**config.mk**
```make
export PLATFORM = sky130hd
export DESIGN_NAME = rtc_sec_alarm
export DESIGN_NICKNAME = d
export VERILOG_FILES = /design/src/rtl/rtcal_pkg.sv /design/src/rtl/rtcal_prescaler.sv /design/src/rtl/rtcal_seconds.sv /design/src/rtl/rtcal_status.sv /design/src/rtl/rtc_sec_alarm.sv
export SDC_FILE = /design/constraint.sdc
export NUM_CORES = 1
export LEC_CHECK = 0
export BUFFER_PORTS_ARGS = -buffer_cell sky130_fd_sc_hd__buf_2
export CORE_MARGIN = 3
export CORE_UTILIZATION = 55
export CTS_CLUSTER_SIZE = 8
export DETAILED_ROUTE_END_ITERATION = 12
export PLACE_DENSITY_LB_ADDON = 0.2
export SYNTH_ARGS = -nofsm -noshare
export SYNTH_HDL_FRONTEND = slang
export SYNTH_SLANG_ARGS = --single-unit
```
**constraint.sdc**
```tcl
create_clock -name clk -period 5.14 [get_ports clk]
set_input_delay 0.771 -clock clk [delete_from_list [all_inputs] [get_ports clk]]
set_output_delay 0.771 -clock clk [all_outputs]
set_load 0.005 [all_outputs]
```
**src/rtl/rtcal_pkg.sv**
```systemverilog
package rtcal_pkg;

   typedef enum logic [1:0] {
      SEL_ALARM   = 2'd0,
      SEL_COUNT   = 2'd1,
      SEL_TRIMDIV = 2'd2,
      SEL_STATUS  = 2'd3
   } reg_sel_e;

   localparam int unsigned NUM_FLAGS    = 2;
   localparam int unsigned FLAG_ALARM   = 0;
   localparam int unsigned FLAG_SECOND  = 1;
   // enables sit this many bits above their pending flags
   localparam int unsigned ENABLE_SHIFT = 2;

endpackage

```
**src/rtl/rtcal_prescaler.sv**
```systemverilog
module rtcal_prescaler #(
   parameter int unsigned DIV_W       = 16,
   parameter int unsigned TRIM_W      = 10,
   parameter int unsigned TRIM_PERIOD = 1024
) (
   input  logic              clk,
   input  logic              rst_n,
   input  logic              osc_tick,
   input  logic [DIV_W-1:0]  divider,
   input  logic [TRIM_W-1:0] trim,
   output logic              tick
);
   localparam int unsigned GRP_W    = (TRIM_PERIOD > 1) ? $clog2(TRIM_PERIOD) : 1;
   localparam bit          GRP_POW2 = (TRIM_PERIOD == (1 << GRP_W));

   generate
      if (TRIM_PERIOD < 2) begin : g_bad_period
         $error("rtcal_prescaler: TRIM_PERIOD must be at least 2");
      end
      if (TRIM_W > DIV_W) begin : g_bad_trim
         $error("rtcal_prescaler: TRIM_W must not exceed DIV_W");
      end
   endgenerate

   logic [DIV_W-1:0] phase_q;
   logic [DIV_W-1:0] trim_ext;
   logic [DIV_W-1:0] short_lim;
   logic [DIV_W-1:0] limit;
   logic [GRP_W-1:0] grp_q;
   logic [GRP_W-1:0] grp_next;
   logic             grp_first;

   assign trim_ext  = DIV_W'(trim);
   // saturate: an oversized trim leaves a single-enable period
   assign short_lim = (trim_ext >= divider) ? '0 : (divider - trim_ext);
   assign grp_first = (grp_q == '0);
   assign limit     = grp_first ? short_lim : divider;
   assign tick      = osc_tick && (phase_q >= limit);

   generate
      if (GRP_POW2) begin : g_grp_wrap
         assign grp_next = grp_q + 1'b1;
      end else begin : g_grp_mod
         assign grp_next = (grp_q == GRP_W'(TRIM_PERIOD - 1)) ? '0 : (grp_q + 1'b1);
      end
   endgenerate

   always_ff @(posedge clk or negedge rst_n) begin
      if (!rst_n) begin
         phase_q <= '0;
         grp_q   <= '0;
      end else if (osc_tick) begin
         if (tick) begin
            phase_q <= '0;
            grp_q   <= grp_next;
         end else begin
            phase_q <= phase_q + 1'b1;
         end
      end
   end

endmodule

```
**src/rtl/rtcal_seconds.sv**
```systemverilog
module rtcal_seconds #(
   parameter int unsigned CNT_W = 32
) (
   input  logic             clk,
   input  logic             rst_n,
   input  logic             tick,
   input  logic             load,
   input  logic [CNT_W-1:0] load_val,
   input  logic [CNT_W-1:0] alarm_val,
   output logic [CNT_W-1:0] count,
   output logic             alarm_hit
);
   logic [CNT_W-1:0] count_q;
   logic [CNT_W-1:0] next_up;

   assign next_up   = count_q + 1'b1;
   // match is taken against the value the counter is about to hold
   assign alarm_hit = tick && !load && (next_up == alarm_val);
   assign count     = count_q;

   always_ff @(posedge clk or negedge rst_n) begin
      if (!rst_n) begin
         count_q <= '0;
      end else if (load) begin
         count_q <= load_val;
      end else if (tick) begin
         count_q <= next_up;
      end
   end

endmodule

```
**src/rtl/rtcal_status.sv**
```systemverilog
module rtcal_status #(
   parameter int unsigned NUM_FLAGS = 2
) (
   input  logic                 clk,
   input  logic                 rst_n,
   input  logic                 wr,
   input  logic [NUM_FLAGS-1:0] clr_mask,
   input  logic [NUM_FLAGS-1:0] en_val,
   input  logic [NUM_FLAGS-1:0] set_ev,
   output logic [NUM_FLAGS-1:0] pend,
   output logic [NUM_FLAGS-1:0] en,
   output logic [NUM_FLAGS-1:0] irq
);
   generate
      for (genvar g = 0; g < NUM_FLAGS; g++) begin : g_flag
         logic pend_q;
         logic en_q;

         always_ff @(posedge clk or negedge rst_n) begin
            if (!rst_n) begin
               pend_q <= 1'b0;
               en_q   <= 1'b0;
            end else begin
               // a new event outranks a clearing write
               pend_q <= set_ev[g] | (pend_q & ~(wr & clr_mask[g]));
               if (wr) begin
                  en_q <= en_val[g];
               end
            end
         end

         assign pend[g] = pend_q;
         assign en[g]   = en_q;
         assign irq[g]  = pend_q & en_q;
      end
   endgenerate

endmodule

```
**src/rtl/rtc_sec_alarm.sv**
```systemverilog
module rtc_sec_alarm
   import rtcal_pkg::*;
#(
   parameter int unsigned ADDR_W      = 6,
   parameter int unsigned BUS_W       = 32,
   parameter int unsigned CNT_W       = 32,
   parameter int unsigned DIV_W       = 16,
   parameter int unsigned TRIM_W      = 10,
   parameter int unsigned TRIM_PERIOD = 1024,
   parameter int unsigned RESET_DIV   = 32767
) (
   input  logic              clk,
   input  logic              rst_n,
   input  logic              osc_tick,
   input  logic              bus_wr,
   input  logic [ADDR_W-1:0] bus_addr,
   input  logic [BUS_W-1:0]  bus_wdata,
   output logic [BUS_W-1:0]  bus_rdata,
   output logic              irq_alarm,
   output logic              irq_second
);
   localparam int unsigned TRIM_LSB = DIV_W;
   localparam int unsigned STAT_W   = NUM_FLAGS + ENABLE_SHIFT;

   generate
      if (ADDR_W < 4) begin : g_bad_addr
         $error("rtc_sec_alarm: ADDR_W must be at least 4");
      end
      if (DIV_W + TRIM_W > BUS_W) begin : g_bad_pack
         $error("rtc_sec_alarm: divider and trim do not fit the bus");
      end
      if (CNT_W > BUS_W) begin : g_bad_cnt
         $error("rtc_sec_alarm: CNT_W exceeds BUS_W");
      end
      if (RESET_DIV >= (1 << DIV_W)) begin : g_bad_rdiv
         $error("rtc_sec_alarm: RESET_DIV does not fit DIV_W");
      end
      if (STAT_W > BUS_W) begin : g_bad_stat
         $error("rtc_sec_alarm: status field exceeds BUS_W");
      end
   endgenerate

   // address decode
   logic     in_map;
   reg_sel_e sel;
   logic     unused_addr;

   generate
      if (ADDR_W > 4) begin : g_hi_addr
         assign in_map = (bus_addr[ADDR_W-1:4] == '0);
      end else begin : g_no_hi_addr
         assign in_map = 1'b1;
      end
   endgenerate

   assign sel         = reg_sel_e'(bus_addr[3:2]);
   assign unused_addr = ^bus_addr[1:0];

   logic wr_alarm, cnt_load, wr_trimdiv, st_wr;
   assign wr_alarm   = bus_wr && in_map && (sel == SEL_ALARM);
   assign cnt_load   = bus_wr && in_map && (sel == SEL_COUNT);
   assign wr_trimdiv = bus_wr && in_map && (sel == SEL_TRIMDIV);
   assign st_wr      = bus_wr && in_map && (sel == SEL_STATUS);

   // configuration registers
   logic [CNT_W-1:0]  alarm_q;
   logic [DIV_W-1:0]  div_q;
   logic [TRIM_W-1:0] trim_q;

   always_ff @(posedge clk or negedge rst_n) begin
      if (!rst_n) begin
         alarm_q <= '0;
         div_q   <= DIV_W'(RESET_DIV);
         trim_q  <= '0;
      end else begin
         if (wr_alarm) begin
            alarm_q <= bus_wdata[CNT_W-1:0];
         end
         if (wr_trimdiv) begin
            div_q  <= bus_wdata[DIV_W-1:0];
            trim_q <= bus_wdata[TRIM_LSB +: TRIM_W];
         end
      end
   end

   // prescaler
   logic sec_tick;

   rtcal_prescaler #(
      .DIV_W       (DIV_W),
      .TRIM_W      (TRIM_W),
      .TRIM_PERIOD (TRIM_PERIOD)
   ) u_prescaler (
      .clk      (clk),
      .rst_n    (rst_n),
      .osc_tick (osc_tick),
      .divider  (div_q),
      .trim     (trim_q),
      .tick     (sec_tick)
   );

   // seconds counter and alarm compare
   logic [CNT_W-1:0] cnt_q;
   logic [CNT_W-1:0] cnt_wval;
   logic             alarm_hit;

   assign cnt_wval = bus_wdata[CNT_W-1:0];

   rtcal_seconds #(
      .CNT_W (CNT_W)
   ) u_seconds (
      .clk       (clk),
      .rst_n     (rst_n),
      .tick      (sec_tick),
      .load      (cnt_load),
      .load_val  (cnt_wval),
      .alarm_val (alarm_q),
      .count     (cnt_q),
      .alarm_hit (alarm_hit)
   );

   // pending flags, enables, interrupts
   logic [NUM_FLAGS-1:0] set_ev;
   logic [NUM_FLAGS-1:0] pend_q;
   logic [NUM_FLAGS-1:0] en_q;
   logic [NUM_FLAGS-1:0] irq_vec;
   logic [NUM_FLAGS-1:0] st_clr;
   logic [NUM_FLAGS-1:0] st_en_val;

   always_comb begin
      set_ev              = '0;
      set_ev[FLAG_ALARM]  = alarm_hit;
      set_ev[FLAG_SECOND] = sec_tick;
   end

   assign st_clr    = bus_wdata[NUM_FLAGS-1:0];
   assign st_en_val = bus_wdata[ENABLE_SHIFT +: NUM_FLAGS];

   rtcal_status #(
      .NUM_FLAGS (NUM_FLAGS)
   ) u_status (
      .clk      (clk),
      .rst_n    (rst_n),
      .wr       (st_wr),
      .clr_mask (st_clr),
      .en_val   (st_en_val),
      .set_ev   (set_ev),
      .pend     (pend_q),
      .en       (en_q),
      .irq      (irq_vec)
   );

   assign irq_alarm  = irq_vec[FLAG_ALARM];
   assign irq_second = irq_vec[FLAG_SECOND];

   // read path
   always_comb begin
      bus_rdata = '0;
      if (in_map) begin
         case (sel)
            SEL_ALARM:   bus_rdata = BUS_W'(alarm_q);
            SEL_COUNT:   bus_rdata = BUS_W'(cnt_q);
            SEL_TRIMDIV: bus_rdata = BUS_W'({trim_q, div_q});
            SEL_STATUS:  bus_rdata = BUS_W'({en_q, pend_q});
            default:     bus_rdata = '0;
         endcase
      end
   end

endmodule

```
; ---- Word level (Yosys, flattened, before mapping)
; Cells that the tools add are included.
[classes]
reduce_logical = 14
n_addsub = 4
bitwise_logic = 10
eq_ne = 4
muxes = 7
n_lt_le_gt_ge = 2
[op_table]
columns = cell, n
row1 = $pmux W32 S4, 1
row2 = $mux W32, 3
row3 = $mux W16, 3
row4 = $add A32 B1 Y32 const B, 1
row5 = $eq A32 B32 Y1, 1
row6 = $add A16 B1 Y16 const B, 1
row7 = $ge A10 B16 Y1, 1
row8 = $ge A16 B16 Y1, 1
row9 = $sub A16 B10 Y16, 1
row10 = $add A10 B1 Y10 const B, 1
row11 = $logic_not A10 Y1, 1
row12 = $logic_and A1 B1 Y1, 8
row13 = $and A1 B1 Y1, 6
row14 = $eq A2 B2 Y1 const B, 2
row15 = $logic_not A2 Y1, 2
row16 = $eq A2 B1 Y1 const B, 1
row17 = $not A1 Y1, 2
row18 = $or A1 B1 Y1, 2
row19 = $reduce_and A2 Y1, 1
row20 = $reduce_bool A2 Y1, 1
row21 = $logic_not A1 Y1, 1
[totals]
wordCells = 51
ff_bits = 120
out_inout_bits = 34

; ---- Longest topological paths before layout
; Gate-level depths: netlist (run 1).
[depth]
ltp_word = 8
mapped_depth = 24

; ---- By module
; A second synthesis (run 1) with hierarchy kept.
[hier_totals]
hier_cells = 899
hier_area_um2 = 8403.1
[by_module_without_submodules]
columns = module, cells_per_inst, area_each_um2, instances, seq_area_each_um2
row1 = rtc_sec_alarm, 251, 3025.4, 1, 1470.2
row2 = rtcal_seconds, 351, 2805.2, 1, 800.8
row3 = rtcal_prescaler, 281, 2377.3, 1, 650.6
row4 = rtcal_status, 16, 195.2, 1, 100.1

; ---- Least setup slack after synthesis (run 1)
; Ideal clock, no wire load.
[synth_path]
path_kind = reg-to-reg
from = register div_q[0]
to = register u_prescaler.phase_q[10]
required_ps = 5068
path_stages_with_launch = 25
arrival_ps = 4549
path_slack_ps = 519
path_buffers = 4
cell_sequence = dfstp_2 inv_1 ha_1 inv_1 fa_1 a21o_1 a21o_1 a211oi_1 o21bai_1 a211oi_1 o21ai_0 clkbuf_1 nand2_1 o21ai_0 ha_1 nand2b_1 a21o_1 a21o_1 a221o_1 a221o_1 and2_1 buf_6 buf_2 buf_1 nor2_1
[synth_via]
elab_chain_cells = 6
[synth_lines]
columns = element, line
row1 = "start, declared", rtc_sec_alarm.sv:67  ; logic [DIV_W-1:0] div_q;
row2 = "start signal, assigned", rtc_sec_alarm.sv:73  ; div_q <= DIV_W'(RESET_DIV);
row3 = "start signal, assigned", rtc_sec_alarm.sv:80  ; div_q <= bus_wdata[DIV_W-1:0];
row4 = $sub A16 B10 Y16 or $ge A10 B16 Y1 (tied branches), rtcal_prescaler.sv:35  ; assign short_lim = (trim_ext >= divider) ? '0 : (divider - trim_ext);
row5 = $mux W16, rtcal_prescaler.sv:35
row6 = $mux W16 (*), rtcal_prescaler.sv:37  ; assign limit = grp_first ? short_lim : divider;
row7 = $ge A16 B16 Y1 (*), rtcal_prescaler.sv:38  ; assign tick = osc_tick && (phase_q >= limit);
row8 = $logic_and A1 B1 Y1 (*), rtcal_prescaler.sv:38
row9 = $mux W16 (*), rtcal_prescaler.sv:53  ; if (tick) begin
row10 = "end signal, assigned", rtcal_prescaler.sv:57  ; phase_q <= phase_q + 1'b1;
row11 = "end, declared", rtcal_prescaler.sv:25  ; logic [DIV_W-1:0] phase_q;
; Mark *: on every way between the ends. The rest lies on a longest branch, timed or not.
; A chain may end at the register's enable or synchronous reset.

; ---- Worst setup path after layout (run 1)
[layout_path]
from = register div_q[0]
to = register u_seconds.count_q[25], in the netlist u_seconds.count[25]
[layout_via]
elab_chain_cells = 6
[layout_lines]
columns = element, line
row1 = $sub A16 B10 Y16 or $ge A10 B16 Y1 (tied branches), rtcal_prescaler.sv:35
row2 = $mux W16, rtcal_prescaler.sv:35
row3 = $mux W16 (*), rtcal_prescaler.sv:37
row4 = $ge A16 B16 Y1 (*), rtcal_prescaler.sv:38
row5 = $logic_and A1 B1 Y1 (*), rtcal_prescaler.sv:38
row6 = $reduce_bool A2 Y1 (no line) (*), --
row7 = "end signal, assigned", rtcal_seconds.sv:25  ; count_q <= load_val;
row8 = "end signal, assigned", rtcal_seconds.sv:27  ; count_q <= next_up;
row9 = "end, declared", rtcal_seconds.sv:13  ; logic [CNT_W-1:0] count_q;
; Marked as above.

==> impl_metrics.tcl, run 1 <==
set metrics [dict create \
    power.total_w 0.00397 \
    async_flop_share_pct 100 \
    grt_first_pass_wirelength_mm 34.2 \
    synth_flop_cell "dfrtp_1" \
    switchingPower_w 0.00142 \
    antenna_found_initial 0 \
    synth.most_common_cell "nor2_1" \
    yosysSeqAreaShare_pct 37.3 \
    p_int_w 0.00256 \
    track_usage_pct 26.6 \
    p_comb_share_pct 35.0 \
    clock_latency_ns 0.41 \
    outcome "finished clean" \
    fin_worst_skew_ns 0.00854 \
    synth_top_area_share_pct 32.5 \
    stdcell_count 1117 \
    required_ns 5.40 \
    cp-endpoint "u_seconds.count[25]$_DFFE_PN0P_" \
    cts_sinks 120 \
    start_kind "flip-flop" \
    power_leakage_nw 4.06 \
    clkTransAtPathRegs_ns 0.05 \
    via_per_inst 5.99 \
    drt_first_pass_iters 7 \
    ys_warn_count 0 \
    r2r_cells 23 \
    synth-seq-cells 120 \
    rr_startpoint "div_q[0]$_DFFE_PN1P_" \
    critical_path_arrival_ns 5.02 \
    final-max-slew-violation-count 0 \
    min_period_ns 4.76 \
    reg2reg_to "u_seconds.count[25]$_DFFE_PN0P_" \
    hold_path.class "input pin to asynchronous set/reset pin" \
    route.detailed.drc 0 \
    initial_utilization_pct 57.2 \
    drive_gt1_share_pct 21.9 \
    n_antenna_cell 0 \
    cts_tree "done" \
    synthesis.area_mm2 0.00810 \
    max_freq_mhz 210 \
    cp-end-kind "flip-flop" \
    core_area_mm2 0.0141 \
    ff2ff_setup_slack_ns 0.38 \
    ys_top_cells_by_count "nor2_1, dfrtp_1, a21oi_1, mux2_2, xnor2_1" \
    tightestPinTransition_ns 0.949 \
    die_y_um 127 \
    ant_nets 0 \
    root_buffer "clkbuf_16" \
    numPortBuffers 73 \
    power_frac_clock_pct 27.5 \
    setup_tns_ns 0 \
    p_seq_share_pct 37.5 \
    dr.first_iter.drc_count 438 \
    max-slew-margin-rel_pct 36.6 \
    synth_cell_type_count 60 \
    routed-via-count 6696 \
    grt_pass1_vias 6456 \
    p_per_area_mw_per_mm2 435 \
    synth_fp_nets 940 \
    hpwl_mm 14.7 \
    cp_max_fo 29 \
    synthCells 867 \
    h-tree-depth 4 \
    setup_viol 0 \
    grt_max_degree 65 \
    pin_count 76 \
    hold_viol_final 0 \
    finalWeightedCongestion 0.887 \
    fin_crit_sh_pct 92.7 \
    crit_type "flip-flop to flip-flop" \
    fin_hold_ws_ns 0.281 \
    dieWidth_um 127 \
    row_count 43 \
    wl_mm 20.5 \
    numCtsBuffers 17 \
    rsz0062_at_grt "false" \
    cap_violations 0 \
    die_area_mm2 0.0162 \
    synth-edff-count 0 \
    areaGrowthSynthToFinish_pct 12.8 \
    p_sw_share_pct 35.7 \
    grt_remaining_overflow 0 \
    post-place-cells 1086 \
    drt-wirelength-per-cell_um 18.3 \
    yosys-top-cells-area "dfrtp_1, mux2_2, xnor2_1" \
    synth_area_per_cell_um2 9.34 \
    synth_area_leader_cell "dfrtp_1" \
    fin_nets 998 \
    ir_worst_vdd_mv 0.260 \
    crit_path_start "div_q[0]$_DFFE_PN1P_" \
    cts_buffer_depth 2 \
]
-- cell usage in the layout (no fill, tap or decap), types with 19 or more instances in the layout --
cell and instances:
nor2_1 118, dfrtp_1 105, o21ai_0 19, nand4_1 30
ha_1 30, xor2_1 54, buf_2 72, xnor2_1 58
and3_1 20, mux2i_1 31, mux2_2 59, inv_1 23
a21oi_1 63, nand2_1 37, nand3_1 45
-- how the worst min path moves through the flow --
stage	to	slack, ns	start
finish	u_prescaler.phase_q[11]$_DFFE_PN0P_	0.28	rst_n
CTS	u_prescaler.phase_q[11]$_DFFE_PN0P_	0.29	rst_n
detailed placement	u_prescaler.grp_q[9]$_DFFE_PN0P_	0.48	u_prescaler.grp_q[9]$_DFFE_PN0P_
floorplan	u_prescaler.grp_q[9]$_DFFE_PN0P_	0.45	u_prescaler.grp_q[9]$_DFFE_PN0P_
global placement	u_prescaler.grp_q[9]$_DFFE_PN0P_	0.47	u_prescaler.grp_q[9]$_DFFE_PN0P_
global route	u_prescaler.phase_q[11]$_DFFE_PN0P_	0.29	rst_n
-- per-layer routing --
metal	GRT usage, %	vias to the layer above	wire, um
met2	40.7	228	9400
li1	-	3165	-
met4	7.19	0	372
met5	0	-	0
met3	5.85	26	1280
met1	38.4	3277	9430
-- layout make-up --
class / count / area (um2)
Clock buffer: 29 / 531
Multi-Input combinational cell: 678 / 4790
Inverter: 23 / 86.3
Sequential cell: 120 / 3020
Tap cell: 180 / 225
Timing Repair Buffer: 85 / 470
Clock inverter: 2 / 10.0
Fill cell: 1209 / 5020
-- power groups by stage --
| stage | Combinational (W) | Clock, W | Sequential (W) |
|---|---|---|---|
| floorplan | 0.00113 | 0 | 0.00138 |
| global placement | 0.00133 | 0 | 0.00149 |
| CTS | 0.00138 | 0.00111 | 0.00148 |
| finish | 0.00139 | 0.00109 | 0.00149 |
| detailed placement | 0.00135 | 0 | 0.00150 |
| global route | 0.00157 | 0.00116 | 0.00153 |
-- stage by stage --
step	setup slack, ns	utilization (%)	area (um2)
after detailed placement	0.196	60.5	8560
final	0.376	64.5	9130
after CTS	0.110	64.3	9100
after global routing	0.00122	64.5	9130
after global placement	0.246	60.5	8560
after floorplan	0.519	-	8100
-- sequential cells by signal (all words and copies together) (netlist names) --
name	cells
u_prescaler.phase_q	16
u_status.g_flag.en_q	2
u_seconds.count	32
trim_q	10
u_status.g_flag.pend_q	2
alarm_q	32
u_prescaler.grp_q	10
div_q	16
-- logic make-up (layout without fill, tap and decap cells) --
kind of cell | count (synthesis) | after routing | share of synthesized area (%)
AOI/OAI and AO/OA | 124 | 124 | 9.07
xor gates and xnor gates | 112 | 112 | 12.1
adders and majority gates | 31 | 31 | 4.88
buffers and inverters | 69 | 139 | 3.77
DFF | 120 | 120 | 37.3
muxes | 94 | 94 | 13.2
and+or+nand+nor | 317 | 317 | 19.7
-- worst max-delay path, stage by stage (launching register included) --
cell      delay, ns
dfstp_2        0.37
inv_1          0.09
ha_1           0.15
inv_1          0.06
fa_1           0.39
a21o_1         0.18
a21o_1         0.22
a211oi_2       0.25
o21bai_2       0.11
a211oi_1       0.22
o21ai_0        0.11
buf_4          0.18
nand2_1        0.07
o21ai_0        0.10
ha_1           0.27
nand2b_1       0.14
a21o_1         0.17
a21o_1         0.17
a221o_1        0.33
a221o_2        0.42
buf_12         0.19
nand4_1        0.13
xor2_1         0.18
a21oi_1        0.08
-- what timing repair did --
item                       CTS  global route
setup endpoints to repair    0            57
setup buffers                0             0
hold buffers                 0             0
resized for setup            0            10
No activity file was read; power rests on OpenSTA's default activity.
==> run 2: changes to the inputs <==
--- a/config.mk
+++ b/config.mk
@@ -5,12 +5,15 @@
 export SDC_FILE = /design/constraint.sdc
 export NUM_CORES = 1
 export LEC_CHECK = 0
+export ABC_AREA = 1
 export BUFFER_PORTS_ARGS = -buffer_cell sky130_fd_sc_hd__buf_2
 export CORE_MARGIN = 3
 export CORE_UTILIZATION = 55
 export CTS_CLUSTER_SIZE = 8
 export DETAILED_ROUTE_END_ITERATION = 12
+export GPL_TIMING_DRIVEN = 0
 export PLACE_DENSITY_LB_ADDON = 0.2
+export REMOVE_ABC_BUFFERS = 1
 export SYNTH_ARGS = -nofsm -noshare
 export SYNTH_HDL_FRONTEND = slang
 export SYNTH_SLANG_ARGS = --single-unit
==> run 2 against run 1 <==
Effect of this change: via count up 26%; utilization grew 1.7 points; clock-buffer cell count shrank 9; largest cell class unchanged; largest power group unchanged.
==> impl_metrics.tcl, run 2 <==
set metrics [dict create \
    ys_warn_count 0 \
    required_ns 5.50 \
    ant_nets 0 \
    drt_first_pass_iters 7 \
    clock_latency_ns 0.43 \
    max-slew-margin-rel_pct 30.9 \
    cts_sinks 120 \
    dr.first_iter.drc_count 843 \
    postLayoutCoreUtil_pct 66.3 \
    tightestPinTransition_ns 1.04 \
    p_comb_share_pct 33.3 \
    root_buffer "clkbuf_16" \
    switchingPower_w 0.00171 \
    die_area_mm2 0.0167 \
    synthCells 1216 \
    ys_top_cells_by_count "nand2_1, inv_1, nand3_1, nor2_1, dfrtp_1" \
    p_int_w 0.00266 \
    fill_cells 1296 \
    areaGrowthSynthToFinish_pct 16.6 \
    async_flop_share_pct 100 \
    die_y_um 129 \
    drive_gt1_share_pct 13.1 \
    fin_worst_skew_ns 0.0103 \
    cts_tree "done" \
    start_kind "flip-flop" \
    antenna_found_initial 0 \
    rsz0062_at_grt "false" \
    dieWidth_um 129 \
    fin_hold_ws_ns 0.233 \
    power_frac_clock_pct 30.3 \
    grt_pass1_vias 7433 \
    fin_nets 1360 \
    p_per_area_mw_per_mm2 449 \
    yosysSeqAreaShare_pct 36.2 \
    ir_worst_vdd_mv 0.321 \
    p_sw_share_pct 39.2 \
    cts_buffer_depth 2 \
    max_freq_mhz 211 \
    final_cell_mix "nand2_1, inv_1, nand3_1, dfrtp_1, nor2_1" \
    cap_violations 0 \
    rr_startpoint "div_q[0]$_DFFE_PN1P_" \
    h-tree-depth 4 \
    hold_path.class "input pin to asynchronous set/reset pin" \
    yosys-top-cells-area "dfrtp_1, nand2_1, nand3_1" \
    grt_remaining_overflow 0 \
    power_leakage_nw 4.83 \
    route.detailed.drc 0 \
    n_antenna_cell 0 \
    synth.most_common_cell "nand2_1" \
    min_period_ns 4.74 \
    synthesis.area_mm2 0.00835 \
    power.total_w 0.00437 \
    outcome "finished clean" \
    synth-seq-cells 120 \
    grt_max_degree 87 \
    synth_area_per_cell_um2 6.87 \
    core_area_mm2 0.0147 \
    track_usage_pct 29.5 \
    fin_crit_sh_pct 92.2 \
    synth_cell_type_count 44 \
    crit_path_start "div_q[0]$_DFFE_PN1P_" \
    hpwl_mm 16.9 \
    routed-via-count 8435 \
    grt_first_pass_wirelength_mm 38.4 \
    initial_utilization_pct 56.8 \
    cp_max_fo 12 \
    via_per_inst 5.68 \
    synth_flop_cell "dfrtp_1" \
    p_seq_share_pct 36.4 \
    hold_viol_final 0 \
    holdBufCountCts 0 \
    wl_mm 24.7 \
    final-max-slew-violation-count 0 \
    numPortBuffers 73 \
    synth-edff-count 0 \
    synth_area_leader_cell "dfrtp_1" \
    crit_type "flip-flop to flip-flop" \
    row_count 44 \
    cp-end-kind "flip-flop" \
    synth_top_area_share_pct 31.5 \
    pin_count 76 \
    finalWeightedCongestion 0.918 \
    setup_viol 0 \
    drt-wirelength-per-cell_um 16.6 \
    clkTransAtPathRegs_ns 0.06 \
    critical_path_arrival_ns 5.10 \
    numCtsBuffers 17 \
    layout.cells.most_common "nand2_1" \
]
run 2: cell types whose count changed in the layout (fill, tap and decap cells not counted), moves of 19 or more:
| cell | previous run | this run |
|---|---|---|
| a221oi_1 | 0 | 19 |
| and3_1 | 20 | 0 |
| inv_1 | 23 | 146 |
| mux2_2 | 59 | 0 |
| mux2i_1 | 31 | 0 |
| nand2_1 | 37 | 376 |
| nand3_1 | 45 | 110 |
| o21ai_0 | 19 | 78 |
| xnor2_1 | 58 | 11 |
| xor2_1 | 54 | 21 |
run 2: worst max-delay path, stage by stage (launching register included):
cell and delay, ns:
dfstp_2 0.37, inv_1 0.12, ha_1 0.20, inv_1 0.09, fa_1 0.42, nand3_1 0.09, nand2_1 0.09, a21oi_1 0.27
o21ai_1 0.18, nand3_1 0.10, nand2_1 0.06, nor2_1 0.26, nand3_1 0.12, nand2_1 0.08, nand3_1 0.07, ha_1 0.28
nand2_1 0.10, nor4_2 0.46, nand2_1 0.09, nand3_1 0.11, nand2_2 0.28, nor2_4 0.37, buf_12 0.16, nand4_1 0.18
nand2_1 0.11
run 2: cell type report:
type	count	area (um2)	area share [%]
Multi-Input combinational cell	912	4670	47.9
Sequential cell	120	3020	31.0
Timing Repair Buffer	86	599	6.15
Inverter	150	566	5.81
Clock buffer	20	467	4.79
Tap cell	184	230	2.36
Clock inverter	12	189	1.94
run 2: routing by layer:
metal	part of all wire (%)	track usage [%]	wire [um]
met4	2.0	8.34	485
met1	44	43.3	10900
met2	44	43.2	10900
met3	9.7	7.63	2390
met5	0	0	0
run 2: logic make-up (layout without fill, tap and decap cells):
family / Yosys count / count (layout) / synth area share [%]
and+or+nand+nor: 659 / 661 / 33.8
AOI/OAI and AO/OA: 188 / 188 / 13.3
buffers and inverters: 186 / 268 / 8.60
DFF: 120 / 120 / 36.2
xor gates and xnor gates: 32 / 32 / 3.36
adders and majority gates: 31 / 31 / 4.73
run 2: power by group through the flow:
| stage | clock network, W | logic, W | registers [W] |
|---|---|---|---|
| floorplan | 0 | 0.00108 | 0.00148 |
| global placement | 0 | 0.00133 | 0.00158 |
| detailed placement | 0 | 0.00138 | 0.00158 |
| CTS | 0.00132 | 0.00141 | 0.00158 |
| global route | 0.00137 | 0.00165 | 0.00163 |
| finish | 0.00132 | 0.00146 | 0.00159 |
run 2: through the flow:
step           std cells  area [um2]  worst slack (ns)  setup TNS [ns]
5_1_grt             1484        9740            0.0980               0
2_1_floorplan       1180        8200             0.405               0
6_report            1484        9740             0.402               0
3_5_place_dp        1441        8930            -0.578          -17.21
4_1_cts             1475        9600            0.0696               0
3_3_place_gp        1437        8790             -1.76          -88.61
run 2: worst paths after layout:
path	end	slack, ns	depth (start not counted)
hold / removal	u_prescaler.phase_q[13]$_DFFE_PN0P_	0.23	1
max in group asynchronous	div_q[0]$_DFFE_PN1P_	4.16	2
setup reg to reg	u_status.g_flag[0].pend_q$_DFF_PN0_	0.40	24
min in group clk	alarm_q[6]$_DFFE_PN0P_	0.49	2
hold reg to reg	alarm_q[6]$_DFFE_PN0P_	0.49	2
setup / recovery	u_status.g_flag[0].pend_q$_DFF_PN0_	0.40	24
run 2: what timing repair did:
action / 4_1_cts / 5_1_grt
endpoints found under the setup margin: 33 / 37
resized for setup: 3 / 4
cloned: 2 / 0
hold endpoints to repair: 0 / 0
setup buffers: 0 / 8
pin swaps: 1 / 3
